File: src/rtl/flk_pkg.sv
// Shared types of the frame lock tracker: the state codes seen at the
// port and the operations the state controller requests of the counter.
package flk_pkg;
    typedef enum logic [1:0] {
        ST_UNLOCKED  = 2'd0,
        ST_LOCKING   = 2'd1,
        ST_LOCKED    = 2'd2,
        ST_UNLOCKING = 2'd3
    } flk_state_e;

    typedef enum logic [2:0] {
        OP_HOLD,
        OP_CLEAR,
        OP_ONE,
        OP_INC,
        OP_DEC,
        OP_LOAD_THR,
        OP_LOAD_THR_M1
    } flk_op_e;
endpackage

File: src/rtl/flk_thr_clamp.sv
// Threshold conditioner: maps a run-time threshold of zero to one so that
// the rest of the tracker may assume thr_eff >= 1. Purely combinational.
module flk_thr_clamp #(
    parameter int CNT_W = 8
) (
    input  logic [CNT_W-1:0] thr_in,
    output logic [CNT_W-1:0] thr_eff,
    output logic             thr_is_one
);
    localparam logic [CNT_W-1:0] ONE = CNT_W'(1);

    // Replace a zero threshold with the smallest meaningful one.
    always_comb begin
        thr_eff    = (thr_in == '0) ? ONE : thr_in;
        thr_is_one = (thr_eff == ONE);
    end
endmodule

File: src/rtl/flk_conf_counter.sv
// Confidence counter: applies one operation per cycle as ordered by the
// state controller, saturating at zero and at the effective threshold.
// Assumes thr_eff >= 1. Also reports whether an increment would reach the
// threshold and whether a decrement would reach zero.
module flk_conf_counter
    import flk_pkg::*;
#(
    parameter int CNT_W = 8
) (
    input  logic             clk,
    input  logic             rst_n,
    input  flk_op_e          op,
    input  logic [CNT_W-1:0] thr_eff,
    output logic [CNT_W-1:0] count,
    output logic             inc_hits_thr,
    output logic             dec_hits_zero
);
    localparam int EXT_W = CNT_W + 1;

    logic [EXT_W-1:0] count_plus;
    logic [CNT_W-1:0] count_next;

    // Look-ahead flags used by the state controller.
    always_comb begin
        count_plus    = {1'b0, count} + EXT_W'(1);
        inc_hits_thr  = (count_plus >= {1'b0, thr_eff});
        dec_hits_zero = (count <= CNT_W'(1));
    end

    // Next counter value for the requested operation.
    always_comb begin
        unique case (op)
            OP_CLEAR:       count_next = '0;
            OP_ONE:         count_next = CNT_W'(1);
            OP_INC:         count_next = inc_hits_thr ? thr_eff : count_plus[CNT_W-1:0];
            OP_DEC:         count_next = dec_hits_zero ? '0 : count - CNT_W'(1);
            OP_LOAD_THR:    count_next = thr_eff;
            OP_LOAD_THR_M1: count_next = thr_eff - CNT_W'(1);
            default:        count_next = count;
        endcase
    end

    // Counter register with synchronous active-low reset.
    always_ff @(posedge clk) begin
        if (!rst_n) count <= '0;
        else        count <= count_next;
    end
endmodule

File: src/rtl/flk_state_ctrl.sv
// Lock state controller: four-state machine that advances only on frame
// strobes and tells the counter what to do for each frame. Relies on the
// counter's look-ahead flags and on thr_is_one from the threshold clamp.
module flk_state_ctrl
    import flk_pkg::*;
(
    input  logic       clk,
    input  logic       rst_n,
    input  logic       frame_valid,
    input  logic       frame_err,
    input  logic       inc_hits_thr,
    input  logic       dec_hits_zero,
    input  logic       thr_is_one,
    output flk_state_e state,
    output flk_op_e    op
);
    flk_state_e state_next;

    // Per-frame transition and counter operation selection.
    always_comb begin
        state_next = state;
        op         = OP_HOLD;
        if (frame_valid) begin
            unique case (state)
                ST_UNLOCKED: begin
                    if (frame_err) begin
                        op = OP_CLEAR;
                    end else begin
                        op         = OP_ONE;
                        state_next = thr_is_one ? ST_LOCKED : ST_LOCKING;
                    end
                end
                ST_LOCKING: begin
                    if (frame_err) begin
                        op         = OP_CLEAR;
                        state_next = ST_UNLOCKED;
                    end else begin
                        op = OP_INC;
                        if (inc_hits_thr) state_next = ST_LOCKED;
                    end
                end
                ST_LOCKED: begin
                    if (frame_err) begin
                        op         = OP_LOAD_THR_M1;
                        state_next = thr_is_one ? ST_UNLOCKED : ST_UNLOCKING;
                    end else begin
                        op = OP_LOAD_THR;
                    end
                end
                default: begin
                    if (frame_err) begin
                        op = OP_DEC;
                        if (dec_hits_zero) state_next = ST_UNLOCKED;
                    end else begin
                        op = OP_INC;
                        if (inc_hits_thr) state_next = ST_LOCKED;
                    end
                end
            endcase
        end
    end

    // State register with synchronous active-low reset.
    always_ff @(posedge clk) begin
        if (!rst_n) state <= ST_UNLOCKED;
        else        state <= state_next;
    end
endmodule

File: src/rtl/flk_lock_tracker.sv
// Frame lock tracker top: joins the threshold clamp, the state controller
// and the confidence counter. Assumes one frame_valid strobe per frame and
// that frame_err is meaningful only while frame_valid is high.
module flk_lock_tracker
    import flk_pkg::*;
#(
    parameter int CNT_W = 8
) (
    input  logic             clk,
    input  logic             rst_n,
    input  logic             frame_valid,
    input  logic             frame_err,
    input  logic [CNT_W-1:0] threshold,
    output logic [1:0]       state,
    output logic             locked,
    output logic [CNT_W-1:0] count
);
    logic [CNT_W-1:0] thr_eff;
    logic             thr_is_one;
    logic             inc_hits_thr;
    logic             dec_hits_zero;
    flk_state_e       cur_state;
    flk_op_e          cnt_op;

    flk_thr_clamp #(.CNT_W(CNT_W)) u_clamp (
        .thr_in     (threshold),
        .thr_eff    (thr_eff),
        .thr_is_one (thr_is_one)
    );

    flk_state_ctrl u_ctrl (
        .clk           (clk),
        .rst_n         (rst_n),
        .frame_valid   (frame_valid),
        .frame_err     (frame_err),
        .inc_hits_thr  (inc_hits_thr),
        .dec_hits_zero (dec_hits_zero),
        .thr_is_one    (thr_is_one),
        .state         (cur_state),
        .op            (cnt_op)
    );

    flk_conf_counter #(.CNT_W(CNT_W)) u_cnt (
        .clk           (clk),
        .rst_n         (rst_n),
        .op            (cnt_op),
        .thr_eff       (thr_eff),
        .count         (count),
        .inc_hits_thr  (inc_hits_thr),
        .dec_hits_zero (dec_hits_zero)
    );

    // Port view of the state and the lock flag.
    always_comb begin
        state  = cur_state;
        locked = (cur_state == ST_LOCKED) || (cur_state == ST_UNLOCKING);
    end
endmodule

File: config.mk
export PLATFORM = sky130hd
export DESIGN_NAME = flk_lock_tracker
export DESIGN_NICKNAME = d
export VERILOG_FILES = /design/src/rtl/flk_pkg.sv /design/src/rtl/flk_thr_clamp.sv /design/src/rtl/flk_conf_counter.sv /design/src/rtl/flk_state_ctrl.sv /design/src/rtl/flk_lock_tracker.sv
export SDC_FILE = /design/constraint.sdc
export NUM_CORES = 1
export LEC_CHECK = 0
export ABC_AREA = 1
export ABC_CLOCK_PERIOD_IN_PS = 7400
export BUFFER_PORTS_ARGS = -buffer_cell sky130_fd_sc_hd__buf_4
export CAP_MARGIN = 10
export CORE_MARGIN = 1
export CORE_UTILIZATION = 50
export DETAILED_ROUTE_END_ITERATION = 10
export GPL_ROUTABILITY_DRIVEN = 0
export PLACE_DENSITY_LB_ADDON = 0.25
export SYNTH_ARGS = -nofsm -noshare
export SYNTH_HDL_FRONTEND = slang
export SYNTH_SLANG_ARGS = --single-unit
File: constraint.sdc
create_clock -name clk -period 7.4 [get_ports clk]
set_clock_uncertainty 0.2 [all_clocks]
set_input_delay 0.74 -clock clk [delete_from_list [all_inputs] [get_ports clk]]
set_output_delay 0.74 -clock clk [all_outputs]
set_load 0.005 [all_outputs]
==> out/qor.csv <==
metric,value,unit
status,"complete, no violations",
fp.dieW,54.6,um
core_area,2540,um^2
reg2reg_from,u_cnt.count[0],
netlist_instances,235,
critPathRequiredTime,7.43,ns
cp_slowest_cell,dfxtp_1,
cts_tree,done,
start_util,54.4,%
async_reset_ff_share,0,%
ys.flop_type,dfxtp_1,
io_buffers,22,
grt_max_degree,12,
cp-start-kind,flip-flop,
final_cell_mix,"nand2_1, inv_1, nand3_1",
ff2ff_path_depth,16,
syn_nets,259,
p_total,0.000165,W
ys_seq_area_share,14.5,%
cp-end-kind,flip-flop,
cts.path.max_buffers,2,
power_density,104,nW/um^2
final_core_util,62.6,%
antenna_found_initial,0,
period_share,39.8,%
first_global_vias,1325,
hold_class,reg2reg,
drv_slew,0,
rrSetupSlack,4.45,ns
cp.arrival,2.98,ns
clock_latency,0.28,ns
crit_chain,ha_1 -> nand4_1 -> nor2_1 -> nand2_1 -> nand2_1 -> inv_1 -> ha_1 -> a21oi_1 -> nand2_2 -> nand2_4 -> nand2_4 -> nand2_1 -> nand3_1 -> nand3_1 -> nand2_1 -> inv_1,
cts_made_buffers,3,
rsz0062_at_grt,false,
wire_per_inst,13.0,um
first_iter_violations,89,
rows,18,
dr.pass1.iters,4,
crit_end,u_cnt.count[4],
critPathTopFamily,simple AND/OR/NAND/NOR gates,
cpPeakStageDelay,0.57,ns
die_area,2980,um^2
netlist_area,1380,um^2
cts_resized,0,
drtAntennaViolNets,0,
crit_top_cell,nand2_1,
critPathLaunch,u_cnt.count[0],
critPathBufInv,2,
root_buffer,clkbuf_4,
dpl.hpwl,2920,um
drive_gt1_share,13.7,%
drv_cap,0,
path_class,reg2reg,
final-hold-violation-count,0,
setup_viol,0,
ys_warn_count,0,
ys_ff_latch,10,
p_leak,0.923,nW
drt_wl_total,3700,um
clock-sinks,10,
synth_cell_types,31,
area_delta_synth_final,15.1,%
slew_headroom,37.9,%
period_needed,2.95,ns
postCtsSetupRepairBufs,0,
diodes,0,
tightest_slew,0.924,ns
final_common_cell,nand2_1,
overflow,0,
fmax,0.339,GHz
nNetsFinal,280,
cp.depth,16,
grt_pass1_wl,5900,um
drc_errors,0,
tns,0,ns
htree_levels,1,
r2r_end,u_cnt.count[4],
vias,1556,
ir_drop,0.135,mV
via_per_inst,5.46,
avgSynthCellArea,5.89,um^2
postCtsHoldBufs,0,
ios,23,
grt_usage,28.2,%
crit_fanout,11,
clk_pin_slew,0.08,ns
fp.dieH,54.6,um
synth_edf_count,0,
==> logic make-up (layout without fill, tap and decap cells) <==
kind of cell               after synthesis  in the layout  synth area share, %
AOI/OAI and AO/OA                       26             26                 12.2
buffers and inverters                   50             70                 14.1
adders and majority gates               12             12                 10.8
xor gates and xnor gates                11             11                 6.96
and+or+nand+nor                        126            126                 41.4
DFF                                     10             10                 14.5
==> report_power, final <==
group	switching (W)	internal, W
registers	0.00000433	0.0000558
logic	0.0000302	0.0000214
clock network	0.0000236	0.0000300
total	0.0000582	0.000107
==> layout make-up <==
cell class | instances | area (um^2)
Sequential cell | 10 | 200
Tap cell | 30 | 37.5
Clock buffer | 4 | 36.3
Timing Repair Buffer | 22 | 165
Multi-Input combinational cell | 175 | 988
Inverter | 44 | 165
Fill cell | 261 | 952
==> sequential cells by signal, summed over array words and instances (netlist names) <==
| register | cells |
|---|---|
| u_cnt.count | 8 |
| u_ctrl.state | 2 |
==> worst min path at each step <==
stage | start | to | slack, ns | depth (start not counted)
after floorplan | u_cnt.count[5] | u_cnt.count[5] | 0.38 | 4
after global placement | u_cnt.count[5] | u_cnt.count[5] | 0.39 | 4
after detailed placement | u_cnt.count[5] | u_cnt.count[5] | 0.41 | 4
after CTS | u_cnt.count[5] | u_cnt.count[5] | 0.42 | 4
after global routing | u_cnt.count[5] | u_cnt.count[5] | 0.48 | 4
final | u_cnt.count[5] | u_cnt.count[5] | 0.41 | 4
==> stage by stage <==
stage               setup slack (ns)  instances  area (um^2)  hold WS [ns]
floorplan                       4.66        235         1380         0.381
global placement                4.38        281         1560         0.390
detailed placement              4.32        281         1560         0.409
CTS                             4.50        285         1590         0.419
global route                    4.15        285         1590         0.481
finish                          4.45        285         1590         0.415
==> cells in the mapped netlist, types with 2 or more instances <==
cell type	instances	area, um^2
inv_1	43	161
a22oi_1	2	15.0
o221ai_1	2	17.5
nor2_1	15	56.3
nand2_4	2	22.5
dfxtp_1	10	200
o22ai_1	2	12.5
o21ai_0	4	20.0
buf_4	2	15.0
clkbuf_1	4	15.0
xor2_1	10	87.6
nand2_1	58	218
nand3_1	37	185
ha_1	12	150
a31oi_2	2	25.0
a21oi_1	10	50.1
nor3_1	5	25.0
nand4_1	2	12.5
==> routing by layer <==
layer / GRT usage, % / share of wire [%] / up-vias
li1: - / - / 801
met1: 36.8 / 43 / 673
met2: 44.8 / 46 / 76
met3: 7.22 / 9.3 / 6
met4: 8.97 / 1.5 / 0
met5: 0 / 0 / -
==> tightest hold or removal path: cells and delay by family, from the launching register on <==
kind,cells,cell delay (ns)
flip-flops,1,0.34
AND/OR/NAND/NOR,3,0.21
buffers and inverters,1,0.03
Note: power is estimated with default switching activity, not from simulation.
